==> src/rtl/i2cs_pkg.sv <==
package i2cs_pkg;

  localparam int REG_AW = 4;

  typedef enum logic [3:0] {
    ST_IDLE, ST_ADDR, ST_ACKA, ST_RX, ST_ACKR,
    ST_TXW, ST_TX, ST_MACK, ST_IGN
  } slv_st_e;

  localparam logic [REG_AW-1:0] RA_CFG  = 4'h0;
  localparam logic [REG_AW-1:0] RA_GCID = 4'h1;
  localparam logic [REG_AW-1:0] RA_ID0  = 4'h2;
  localparam logic [REG_AW-1:0] RA_RXD  = 4'h6;
  localparam logic [REG_AW-1:0] RA_TXD  = 4'h7;
  localparam logic [REG_AW-1:0] RA_STAT = 4'h8;

  // seven-bit identity comparison; direction position excluded
  function automatic logic id_match(input logic [7:0] id, input logic [7:0] abyte);
    return id[7:1] == abyte[7:1];
  endfunction

endpackage

==> src/rtl/i2cs_line_sync.sv <==
module i2cs_line_sync #(
  parameter int STAGES = 2
) (
  input  logic clk,
  input  logic rst_n,
  input  logic scl_i,
  input  logic sda_i,
  output logic sda_s,
  output logic scl_rise,
  output logic scl_fall,
  output logic start_evt,
  output logic stop_evt
);
  logic [STAGES-1:0] scl_ff, sda_ff;
  logic scl_q, sda_q, scl_s;

  always_ff @(posedge clk or negedge rst_n) begin
    if (!rst_n) begin
      scl_ff <= '1;
      sda_ff <= '1;
      scl_q  <= 1'b1;
      sda_q  <= 1'b1;
    end else begin
      scl_ff <= {scl_ff[STAGES-2:0], scl_i};
      sda_ff <= {sda_ff[STAGES-2:0], sda_i};
      scl_q  <= scl_ff[STAGES-1];
      sda_q  <= sda_ff[STAGES-1];
    end
  end

  assign scl_s     = scl_ff[STAGES-1];
  assign sda_s     = sda_ff[STAGES-1];
  assign scl_rise  = scl_s && !scl_q;
  assign scl_fall  = !scl_s && scl_q;
  assign start_evt = scl_s && scl_q && sda_q && !sda_s;
  assign stop_evt  = scl_s && scl_q && !sda_q && sda_s;
endmodule

==> src/rtl/i2cs_addr_match.sv <==
module i2cs_addr_match
  import i2cs_pkg::*;
#(
  parameter int N_ID = 4,
  localparam int IW = (N_ID > 1) ? $clog2(N_ID) : 1
) (
  input  logic [N_ID-1:0][7:0] ids,
  input  logic [7:0]           gc_id,
  input  logic                 gc_en,
  input  logic [7:0]           abyte,
  output logic                 id_hit,
  output logic                 gc_hit,
  output logic [IW-1:0]        id_idx
);
  logic [N_ID-1:0] hits;

  for (genvar g = 0; g < N_ID; g++) begin : g_cmp
    assign hits[g] = id_match(ids[g], abyte);
  end

  always_comb begin
    id_idx = '0;
    for (int i = N_ID - 1; i >= 0; i--) begin
      if (hits[i]) id_idx = IW'(i);
    end
  end

  assign id_hit = |hits;
  assign gc_hit = gc_en && !id_hit && id_match(gc_id, abyte);
endmodule

==> src/rtl/i2c_multi_slave.sv <==
module i2c_multi_slave
  import i2cs_pkg::*;
#(
  parameter int N_ID        = 4,
  parameter int SYNC_STAGES = 2
) (
  input  logic              clk,
  input  logic              rst_n,
  input  logic              scl_i,
  input  logic              sda_i,
  output logic              scl_oe,
  output logic              sda_oe,
  input  logic              reg_wr,
  input  logic              reg_rd,
  input  logic [REG_AW-1:0] reg_addr,
  input  logic [7:0]        reg_wdata,
  output logic [7:0]        reg_rdata
);
  localparam int IW = (N_ID > 1) ? $clog2(N_ID) : 1;

  // bus events
  logic sda_s, scl_rise, scl_fall, start_evt, stop_evt;

  i2cs_line_sync #(.STAGES(SYNC_STAGES)) u_sync (
    .clk(clk), .rst_n(rst_n), .scl_i(scl_i), .sda_i(sda_i),
    .sda_s(sda_s), .scl_rise(scl_rise), .scl_fall(scl_fall),
    .start_evt(start_evt), .stop_evt(stop_evt)
  );

  // registers
  logic [N_ID-1:0][7:0] id_q;
  logic [7:0] gcid_q, rxd_q, txd_q, sh_q;
  logic en_q, gce_q, lpb_q;
  logic rxf_q, txe_q, stop_q, dir_q, gc_q, busy_q, nack_q, txw_q;
  logic [IW-1:0] idx_q;
  logic [3:0] cnt_q;
  slv_st_e st_q;

  // matcher
  logic id_hit, gc_hit, addr_hit;
  logic [IW-1:0] id_idx;

  i2cs_addr_match #(.N_ID(N_ID)) u_match (
    .ids(id_q), .gc_id(gcid_q), .gc_en(gce_q && en_q), .abyte(sh_q),
    .id_hit(id_hit), .gc_hit(gc_hit), .id_idx(id_idx)
  );
  assign addr_hit = id_hit || gc_hit;

  // named internal events
  logic addr_done, rx_done, load_tx, wr_tx, rd_rx, rd_stat;
  assign addr_done = (st_q == ST_ADDR) && scl_fall && (cnt_q == 4'd8);
  assign rx_done   = (st_q == ST_RX) && scl_fall && (cnt_q == 4'd8);
  assign load_tx   = (st_q == ST_TXW) && !txe_q;
  assign wr_tx     = reg_wr && (reg_addr == RA_TXD);
  assign rd_rx     = reg_rd && (reg_addr == RA_RXD);
  assign rd_stat   = reg_rd && (reg_addr == RA_STAT);

  // bus sequencer
  always_ff @(posedge clk or negedge rst_n) begin
    if (!rst_n) begin
      st_q   <= ST_IDLE;
      sh_q   <= '0;
      cnt_q  <= '0;
      busy_q <= 1'b0;
      dir_q  <= 1'b0;
      gc_q   <= 1'b0;
      idx_q  <= '0;
      nack_q <= 1'b0;
      txw_q  <= 1'b0;
    end else begin
      txw_q <= (st_q == ST_TXW);
      if (start_evt) begin
        st_q   <= en_q ? ST_ADDR : ST_IDLE;
        cnt_q  <= '0;
        busy_q <= 1'b1;
      end else if (stop_evt) begin
        st_q   <= ST_IDLE;
        busy_q <= 1'b0;
      end else begin
        case (st_q)
          ST_ADDR, ST_RX: begin
            if (scl_rise) begin
              sh_q  <= {sh_q[6:0], sda_s};
              cnt_q <= cnt_q + 4'd1;
            end
            if (addr_done) begin
              if (addr_hit) begin
                st_q  <= ST_ACKA;
                dir_q <= sh_q[0];
                gc_q  <= gc_hit;
                idx_q <= id_idx;
              end else begin
                st_q <= ST_IGN;
              end
            end
            if (rx_done) st_q <= ST_ACKR;
          end
          ST_ACKA: if (scl_fall) begin
            cnt_q <= '0;
            st_q  <= dir_q ? ST_TXW : ST_RX;
          end
          ST_ACKR: if (scl_fall) begin
            cnt_q <= '0;
            st_q  <= ST_RX;
          end
          ST_TXW: if (load_tx) begin
            sh_q <= txd_q;
            st_q <= ST_TX;
          end
          ST_TX: begin
            if (scl_rise) cnt_q <= cnt_q + 4'd1;
            if (scl_fall) begin
              if (cnt_q == 4'd8) st_q <= ST_MACK;
              else sh_q <= {sh_q[6:0], 1'b0};
            end
          end
          ST_MACK: begin
            if (scl_rise) nack_q <= sda_s;
            if (scl_fall) begin
              cnt_q <= '0;
              st_q  <= nack_q ? ST_IGN : ST_TXW;
            end
          end
          ST_IDLE, ST_IGN: ;
          default: st_q <= ST_IDLE;
        endcase
      end
    end
  end

  // host-visible registers and flags
  always_ff @(posedge clk or negedge rst_n) begin
    if (!rst_n) begin
      id_q   <= '0;
      gcid_q <= '0;
      en_q   <= 1'b0;
      gce_q  <= 1'b0;
      lpb_q  <= 1'b0;
      rxd_q  <= '0;
      txd_q  <= '0;
      rxf_q  <= 1'b0;
      txe_q  <= 1'b1;
      stop_q <= 1'b0;
    end else begin
      if (reg_wr && reg_addr == RA_CFG) {lpb_q, gce_q, en_q} <= reg_wdata[2:0];
      if (reg_wr && reg_addr == RA_GCID) gcid_q <= reg_wdata;
      for (int i = 0; i < N_ID; i++) begin
        if (reg_wr && !busy_q && reg_addr == RA_ID0 + REG_AW'(i)) id_q[i] <= reg_wdata;
      end
      if (wr_tx && lpb_q) begin
        rxd_q <= reg_wdata;
        rxf_q <= 1'b1;
      end else if (rx_done) begin
        rxd_q <= sh_q;
        rxf_q <= 1'b1;
      end else if (rd_rx) begin
        rxf_q <= 1'b0;
      end
      if (wr_tx && !lpb_q) begin
        txd_q <= reg_wdata;
        txe_q <= 1'b0;
      end else if (load_tx) begin
        txe_q <= 1'b1;
      end
      if (stop_evt && en_q) stop_q <= 1'b1;
      else if (rd_stat) stop_q <= 1'b0;
    end
  end

  // pad enables
  assign sda_oe = (st_q == ST_ACKA) || (st_q == ST_ACKR) || ((st_q == ST_TX) && !sh_q[7]);
  assign scl_oe = (st_q == ST_TXW) || txw_q;

  // read mux
  logic [7:0] stat_w;
  assign stat_w = {stop_q, txe_q, rxf_q, dir_q, gc_q, 2'(idx_q), 1'b0};

  always_comb begin
    reg_rdata = '0;
    case (reg_addr)
      RA_CFG:  reg_rdata = {5'd0, lpb_q, gce_q, en_q};
      RA_GCID: reg_rdata = gcid_q;
      RA_RXD:  reg_rdata = rxd_q;
      RA_TXD:  reg_rdata = txd_q;
      RA_STAT: reg_rdata = stat_w;
      default: begin
        for (int i = 0; i < N_ID; i++) begin
          if (reg_addr == RA_ID0 + REG_AW'(i)) reg_rdata = id_q[i];
        end
      end
    endcase
  end
endmodule

==> config.mk <==
export PLATFORM = sky130hd
export DESIGN_NAME = i2c_multi_slave
export DESIGN_NICKNAME = d
export VERILOG_FILES = /design/src/rtl/i2cs_pkg.sv /design/src/rtl/i2cs_line_sync.sv /design/src/rtl/i2cs_addr_match.sv /design/src/rtl/i2c_multi_slave.sv
export SDC_FILE = /design/constraint.sdc
export NUM_CORES = 1
export LEC_CHECK = 0
export BUFFER_PORTS_ARGS = -buffer_cell sky130_fd_sc_hd__buf_2
export CAP_MARGIN = 40
export CORE_MARGIN = 10
export CORE_UTILIZATION = 35
export DETAILED_ROUTE_END_ITERATION = 12
export GPL_ROUTABILITY_DRIVEN = 0
export PLACE_DENSITY = 0.59
export SLEW_MARGIN = 20
export SYNTH_ARGS = -nofsm -noshare
export SYNTH_HDL_FRONTEND = slang
export SYNTH_SLANG_ARGS = --single-unit
==> constraint.sdc <==
create_clock -name clk -period 3.4 [get_ports clk]
set_clock_uncertainty 0.05 [all_clocks]
set_input_delay 0.34 -clock clk [delete_from_list [all_inputs] [get_ports clk]]
set_output_delay 0.34 -clock clk [all_outputs]
set_load 0.005 [all_outputs]
==> results of run 1 <==
==> cell usage after synthesis (all sizes together), types with 5 or more instances <==
cell / number / area, um^2
xnor2: 21 / 184
nand2: 34 / 130
o22ai: 8 / 50.1
buf: 20 / 150
a21oi: 25 / 140
a22oi: 10 / 75.1
mux2i: 29 / 290
nor4: 8 / 77.6
o21ai: 20 / 100
clkbuf: 9 / 33.8
a31oi: 5 / 37.5
nand4: 12 / 81.3
nor2: 32 / 120
nand2b: 9 / 56.3
nand3: 11 / 55.1
inv: 9 / 33.8
o21a: 5 / 37.5
dfrtp: 84 / 2100
nor2b: 7 / 51.3
xor2: 16 / 140
dfstp: 7 / 184
mux2: 58 / 664
==> layout make-up <==
cell class / count / area share [%]
well taps: 184 / 4.00
clock inverters: 5 / 1.46
multi-input cells: 352 / 46.5
repair buffers: 34 / 3.35
flip-flops and latches: 91 / 39.7
clock buffers: 11 / 4.39
inverters: 9 / 0.587
==> report_power, final <==
part / switching, mW / internal [mW]
sequential: 0.257 / 1.30
combinational: 0.343 / 0.364
clock: 0.441 / 0.687
==> cells by family after synthesis <==
family | count (synthesis)
xor gates and xnor gates | 37
buffers and inverters | 38
AOI/OAI and AO/OA | 95
muxes | 87
and+or+nand+nor | 131
DFF | 91
adders and majority gates | 2
==> flip-flops by register name, indices dropped and copies added (netlist names), 2 cells and up <==
name and count:
rxd_q 8, txd_q 8, gcid_q 8, sh_q 8, cnt_q 4, id_q 32
u_sync.scl_ff 2, idx_q 2, st_q 4, u_sync.sda_ff 2
==> worst max path at each step <==
stage               end  slack [ns]  cells after the start
6_report       rxd_q[7]         1.0                      7
5_1_grt        rxd_q[7]        0.75                      7
2_1_floorplan     dir_q        1.53                      6
4_1_cts        rxd_q[7]        0.98                      7
3_5_place_dp   rxd_q[1]        1.02                      7
3_3_place_gp   rxd_q[3]        1.08                      7
==> per-layer routing <==
layer | part of all wire (%) | up-vias | global-route usage [%]
met5 | 0 | - | 0
li1 | - | 1777 | -
met4 | 1.9 | 0 | 6.08
met1 | 48 | 1906 | 18.6
met2 | 45 | 118 | 19.6
met3 | 5.2 | 14 | 2.44
==> per-stage QoR <==
| step | std cells | total power, mW | utilization [%] |
|---|---|---|---|
| after detailed placement | 669 | 2.27 | 37.2 |
| final | 686 | 3.40 | 39.6 |
| after global placement | 669 | 2.26 | 37.2 |
| after floorplan | 481 | 2.06 | - |
| after global routing | 686 | 3.55 | 39.6 |
| after CTS | 686 | 3.41 | 39.6 |
==> worst max-delay path, stage by stage, from the launching register on <==
cell and delay, ns:
sky130_fd_sc_hd__dfrtp_1 0.42, sky130_fd_sc_hd__inv_1 0.07, sky130_fd_sc_hd__ha_1 0.14, sky130_fd_sc_hd__nand3b_1 0.14
sky130_fd_sc_hd__nor4_1 0.34, sky130_fd_sc_hd__nand3_1 0.64, sky130_fd_sc_hd__mux2i_1 0.36, sky130_fd_sc_hd__o21ai_0 0.10
==> repair_timing <==
action,4_1_cts,5_1_grt
resized for setup,0,0
hold buffers,1,0
endpoints found under the hold margin,37,0
==> reports/metrics.cfg, run 1 <==
[status]
outcome=completed

[yosys]
synth-simple-area-share_pct=14.2
asyncSetResetFlopFracSynth_pct=100
synthesis.instances=481
synth.yosys.warnings=0
syn_nets=501
netlist-cell-type-count=63
xor_and_xnor_fraction_of_the_mapped_netlist_area_pct=6.26
synth_area_per_cell_um2=10.8
synth.yosys.seq_area_share_pct=44.1
synth.cell_area_um2=5180
number_of_flops_mapped_to_enable_cells_by_yosys=0
postSynthRegisterBits=91
synth_fa_ha_area_share_pct=0.483
fraction_of_the_mapped_netlist_area_in_compound_gates_pct=12.3
multiplexer_share_of_the_synthesized_area_pct=18.4
yosys_most_used_dff=sky130_fd_sc_hd__dfrtp_1
synth_top_family_by_area=multiplexers

[global_route]
global_route_wire_length_before_repair_um=21300
vias_in_the_first_global_route=3731
grt_start_max_net_pins=47
global_route.usage.total_pct=13.4
grt_antenna_before_repair=0
global_route.overflow_total=0

[place]
detailedPlace.worstSlack_ns=1.02
dpl_cell_area_um2=5410
portBuffers=27
dpl.hpwl_um=9450

[timing]
worst_pin_slew_ns=0.862
tns_ns=0
report.final.hold_viol_count=0
timing.hold.ws_ns=0.0363
final.period_utilization_pct=70.7
final_max_slew_viol_count=0
worst_slew_margin_rel_pct=42.6
setup-violations-final=0
post-route-worst-setup-slack_ns=0.998
layout_min_cycle_time_ns=2.40
fmaxAchievable_mhz=416
rsz0062_at_grt=false

[floorplanning]
fp-row-count=44
core_area_um2=14500
floorplan_die_height_um=142
boundaryPins=28
die_ar_um2=20100
die_width_um=142
floorplan.initialDensity_pct=35.6

[pwr]
vdd.ir_drop.worst_mv=0.227
pwr_density_cell_nw_per_um2=590
power.static_leakage_nw=2.49

[final_layout]
final_design_area_no_fill_um2=5760
multi_input_comb_area_um2=2680
mostFrequentLayoutCells=sky130_fd_sc_hd__dfrtp_1, sky130_fd_sc_hd__mux2_2, sky130_fd_sc_hd__nand2_1, sky130_fd_sc_hd__nor2_1, sky130_fd_sc_hd__mux2i_1
regArea_um2=2290
area_growth_syn_to_layout_pct=11.1
finish.net_count=517
most_frequent_standard_cell_in_the_layout_excluding_fill_and_tap_cells=sky130_fd_sc_hd__dfrtp_1
post_route_cells_drive_above_1_share_pct=25.5
fill_cells=1425
diodes=0

[setup_path]
cp.arrival_ns=2.56
startpoint=cnt_q[0]
rr_endpoint=rxd_q[7]
critical_path_class=flip-flop to flip-flop
end_kind=flip-flop
critical_path.max_fanout=10
worst_r2r_startpoint=cnt_q[0]
r2r_setup_slack_ns=1.0
worst_setup_path_start_kind=flip-flop
r2r_cells=7
critPathRequiredTime_ns=3.56

[clock_network]
clock_insertion_delay_worst_skew_ns=0.36
cts_setup_buffers=0
cts_tree=yes
h-tree-depth=3
path_clk_slew_ns=0.06
clock_sink_count=91
max-clock-path-buffers=2
cts_made_buffers=9
clockRootBuffer=sky130_fd_sc_hd__clkbuf_16

[detailed_routing]
post_detailed_route_wirelength_per_cell_um=19.3
antenna_left=0
drt_pre_antenna_iters=5
avgViaCountPerCell=5.56
drt_drc_violations_left=0
finalWirelength_um=13300
dr.first_iter.drc_count=398
num_vias=3815

[worst_hold_path]
worstHoldEndpoint=u_sync.scl_ff[0]
hold_path_startpoint=scl_i
min_delay_path_depth=1
hold_path.class=primary input to flip-flop

[job]
cap_viol_max_count=0

Note: power is estimated with default switching activity, not from simulation.
==> run 2, diff against run 1 <==
--- a/config.mk
+++ b/config.mk
@@ -11,7 +11,7 @@
 export CORE_UTILIZATION = 35
 export DETAILED_ROUTE_END_ITERATION = 12
 export GPL_ROUTABILITY_DRIVEN = 0
-export PLACE_DENSITY = 0.59
+export PLACE_DENSITY = 0.6
 export SLEW_MARGIN = 20
 export SYNTH_ARGS = -nofsm -noshare
 export SYNTH_HDL_FRONTEND = slang
==> constraint.sdc (replaced) <==
create_clock -name clk -period 2.2 [get_ports clk]
set_clock_uncertainty 0.05 [all_clocks]
set_input_delay 0.22 -clock clk [delete_from_list [all_inputs] [get_ports clk]]
set_output_delay 0.22 -clock clk [all_outputs]
set_load 0.005 [all_outputs]
==> run 2 against run 1 <==
  * Die area unchanged
  * Count of clock-buffer cells in the layout down 2
  * Largest power group unchanged
  * Utilization up 1.2 points
  * Critical path type unchanged
  * Combinational power up 60%
==> reports/metrics.cfg, run 2 (synthesized netlist as in run 1, its figures left out) <==
[final_layout]
area_growth_syn_to_layout_pct=14.4
finish.net_count=541  ; +4.6%
most_frequent_standard_cell_in_the_layout_excluding_fill_and_tap_cells=sky130_fd_sc_hd__dfrtp_1
mostFrequentLayoutCells=sky130_fd_sc_hd__dfrtp_1, sky130_fd_sc_hd__mux2_2, sky130_fd_sc_hd__nand2_1, sky130_fd_sc_hd__nor2_1, sky130_fd_sc_hd__mux2i_1
diodes=0  ; unchanged
fill_cells=1458  ; +2.3%
post_route_cells_drive_above_1_share_pct=28.7  ; +3.2 points
largest_register_ff_count=32  ; unchanged
register_containing_the_most_flip_flops_in_the_final_layout=id_q

[setup_path]
critPathRequiredTime_ns=2.39  ; -1.17 ns
cp.arrival_ns=2.33  ; -0.23 ns
end_kind=flip-flop
critical_path.max_fanout=8  ; -2
critical_path_class=flip-flop to flip-flop
worst_setup_path_start_kind=flip-flop

[clock_network]
clockRootBuffer=sky130_fd_sc_hd__clkbuf_16
clock_insertion_delay_worst_skew_ns=0.35  ; about the same
cts_made_buffers=9  ; unchanged
h-tree-depth=3  ; unchanged
cts_setup_buffers=0  ; unchanged
path_clk_slew_ns=0.07  ; about the same
clock_sink_count=91  ; unchanged
cts_tree=yes
max-clock-path-buffers=2  ; unchanged

[detailed_routing]
post_detailed_route_wirelength_per_cell_um=18.4  ; -4.7%
antenna_left=0  ; unchanged
drt_pre_antenna_iters=5  ; unchanged
avgViaCountPerCell=5.47  ; -1.6%
finalWirelength_um=13100  ; -1.4%
num_vias=3886  ; +1.9%
dr.first_iter.drc_count=342  ; -14%
drt_drc_violations_left=0  ; unchanged

[pwr]
vdd.ir_drop.worst_mv=0.391  ; +72%
design_power_total_mw=5.11  ; +50%
power.static_leakage_nw=2.60  ; +4.5%
pwr_density_cell_nw_per_um2=862  ; +46%

[timing]
final.period_utilization_pct=97.2  ; +27 points
final_max_slew_viol_count=0  ; unchanged
setup-violations-final=0  ; unchanged
fmaxAchievable_mhz=468  ; +12%
layout_min_cycle_time_ns=2.14  ; -0.265 ns
worst_slew_margin_rel_pct=60.2  ; +18 points
worst_pin_slew_ns=0.598  ; -0.264 ns
tns_ns=0  ; unchanged
report.final.hold_viol_count=0  ; unchanged
rsz0062_at_grt=false

[global_route]
global_route.usage.total_pct=13.5  ; +0.11 points
vias_in_the_first_global_route=3930  ; +5.3%
grt_antenna_before_repair=0  ; unchanged
global_route.overflow_total=0  ; unchanged
global_route_wire_length_before_repair_um=21400  ; +0.68%
grt_start_max_net_pins=46  ; -2.1%

[place]
dpl.hpwl_um=9840  ; +4.0%
portBuffers=27  ; unchanged

[status]
outcome=completed

[job]
cap_viol_max_count=0  ; unchanged

[floorplanning]
floorplan.initialDensity_pct=35.6  ; unchanged
core_area_um2=14500  ; unchanged
die_ar_um2=20100  ; unchanged
boundaryPins=28  ; unchanged
die_width_um=142  ; unchanged
fp-row-count=44  ; unchanged
floorplan_die_height_um=142  ; unchanged

[worst_hold_path]
hold_path.class=primary input to flip-flop

run 2: path summary, 6_finish.rpt:
| kind | cells after the start | slack [ns] | start | to |
|---|---|---|---|---|
| setup / recovery | 6 | 0.06 | sh_q[3] | idx_q[0] |
| hold / removal | 3 | 0.12 | reg_wdata[3] | rxd_q[3] |
| setup reg to reg | 6 | 0.06 | sh_q[3] | idx_q[0] |
| hold reg to reg | 0 | 0.30 | u_sync.scl_ff[0] | u_sync.scl_ff[1] |
| max in group asynchronous | 3 | 1.10 | rst_n | sh_q[4] |
| min in group asynchronous | 2 | 0.37 | rst_n | cnt_q[2] |
run 2: timing repair:
action,CTS,global route
setup endpoints to repair,0,2
resized for setup,0,1
hold endpoints to repair,38,0
hold buffers,3,0
run 2: layout make-up:
class | count | area [um^2] | area share [%]
Multi-Input combinational cell | 352 | 2680 | 45.3
Inverter | 9 | 33.8 | 0.570
Tap cell | 184 | 230 | 3.89
Clock buffer | 9 | 225 | 3.80
Sequential cell | 91 | 2290 | 38.6
Clock inverter | 7 | 76.3 | 1.29
Timing Repair Buffer | 58 | 390 | 6.59
run 2: power breakdown:
group / total, mW / switching (mW) / internal (mW)
combinational: 1.13 / 0.529 / 0.596
clock: 1.57 / 0.684 / 0.890
sequential: 2.41 / 0.394 / 2.01
run 2: per-stage QoR:
step           area (um^2)  hold WS (ns)  setup slack, ns  cells  util [%]
6_report              5920         0.124           0.0624    710      40.8
5_1_grt               5920         0.149          0.00440    710      40.8
4_1_cts               5920         0.116           0.0361    710      40.7
3_5_place_dp          5590         0.224           0.0352    691      38.4
3_3_place_gp          5590         0.219            0.146    691      38.4
2_1_floorplan         5180        -0.126            0.327    481         -
run 2: critical path, stage by stage, from the launching register on:
cell and delay (ns):
sky130_fd_sc_hd__dfrtp_1 0.49, sky130_fd_sc_hd__xnor2_1 0.21, sky130_fd_sc_hd__nand3_1 0.11, sky130_fd_sc_hd__nor4_1 0.44, sky130_fd_sc_hd__inv_1 0.18, sky130_fd_sc_hd__a21oi_4 0.23, sky130_fd_sc_hd__mux2_4 0.32
run 2: metal layers:
| metal | share of wire [%] | track usage (%) |
|---|---|---|
| met5 | 0 | 0 |
| met4 | 2.1 | 6.02 |
| met3 | 5.5 | 2.67 |
| met2 | 45 | 20.1 |
| met1 | 47 | 18.4 |
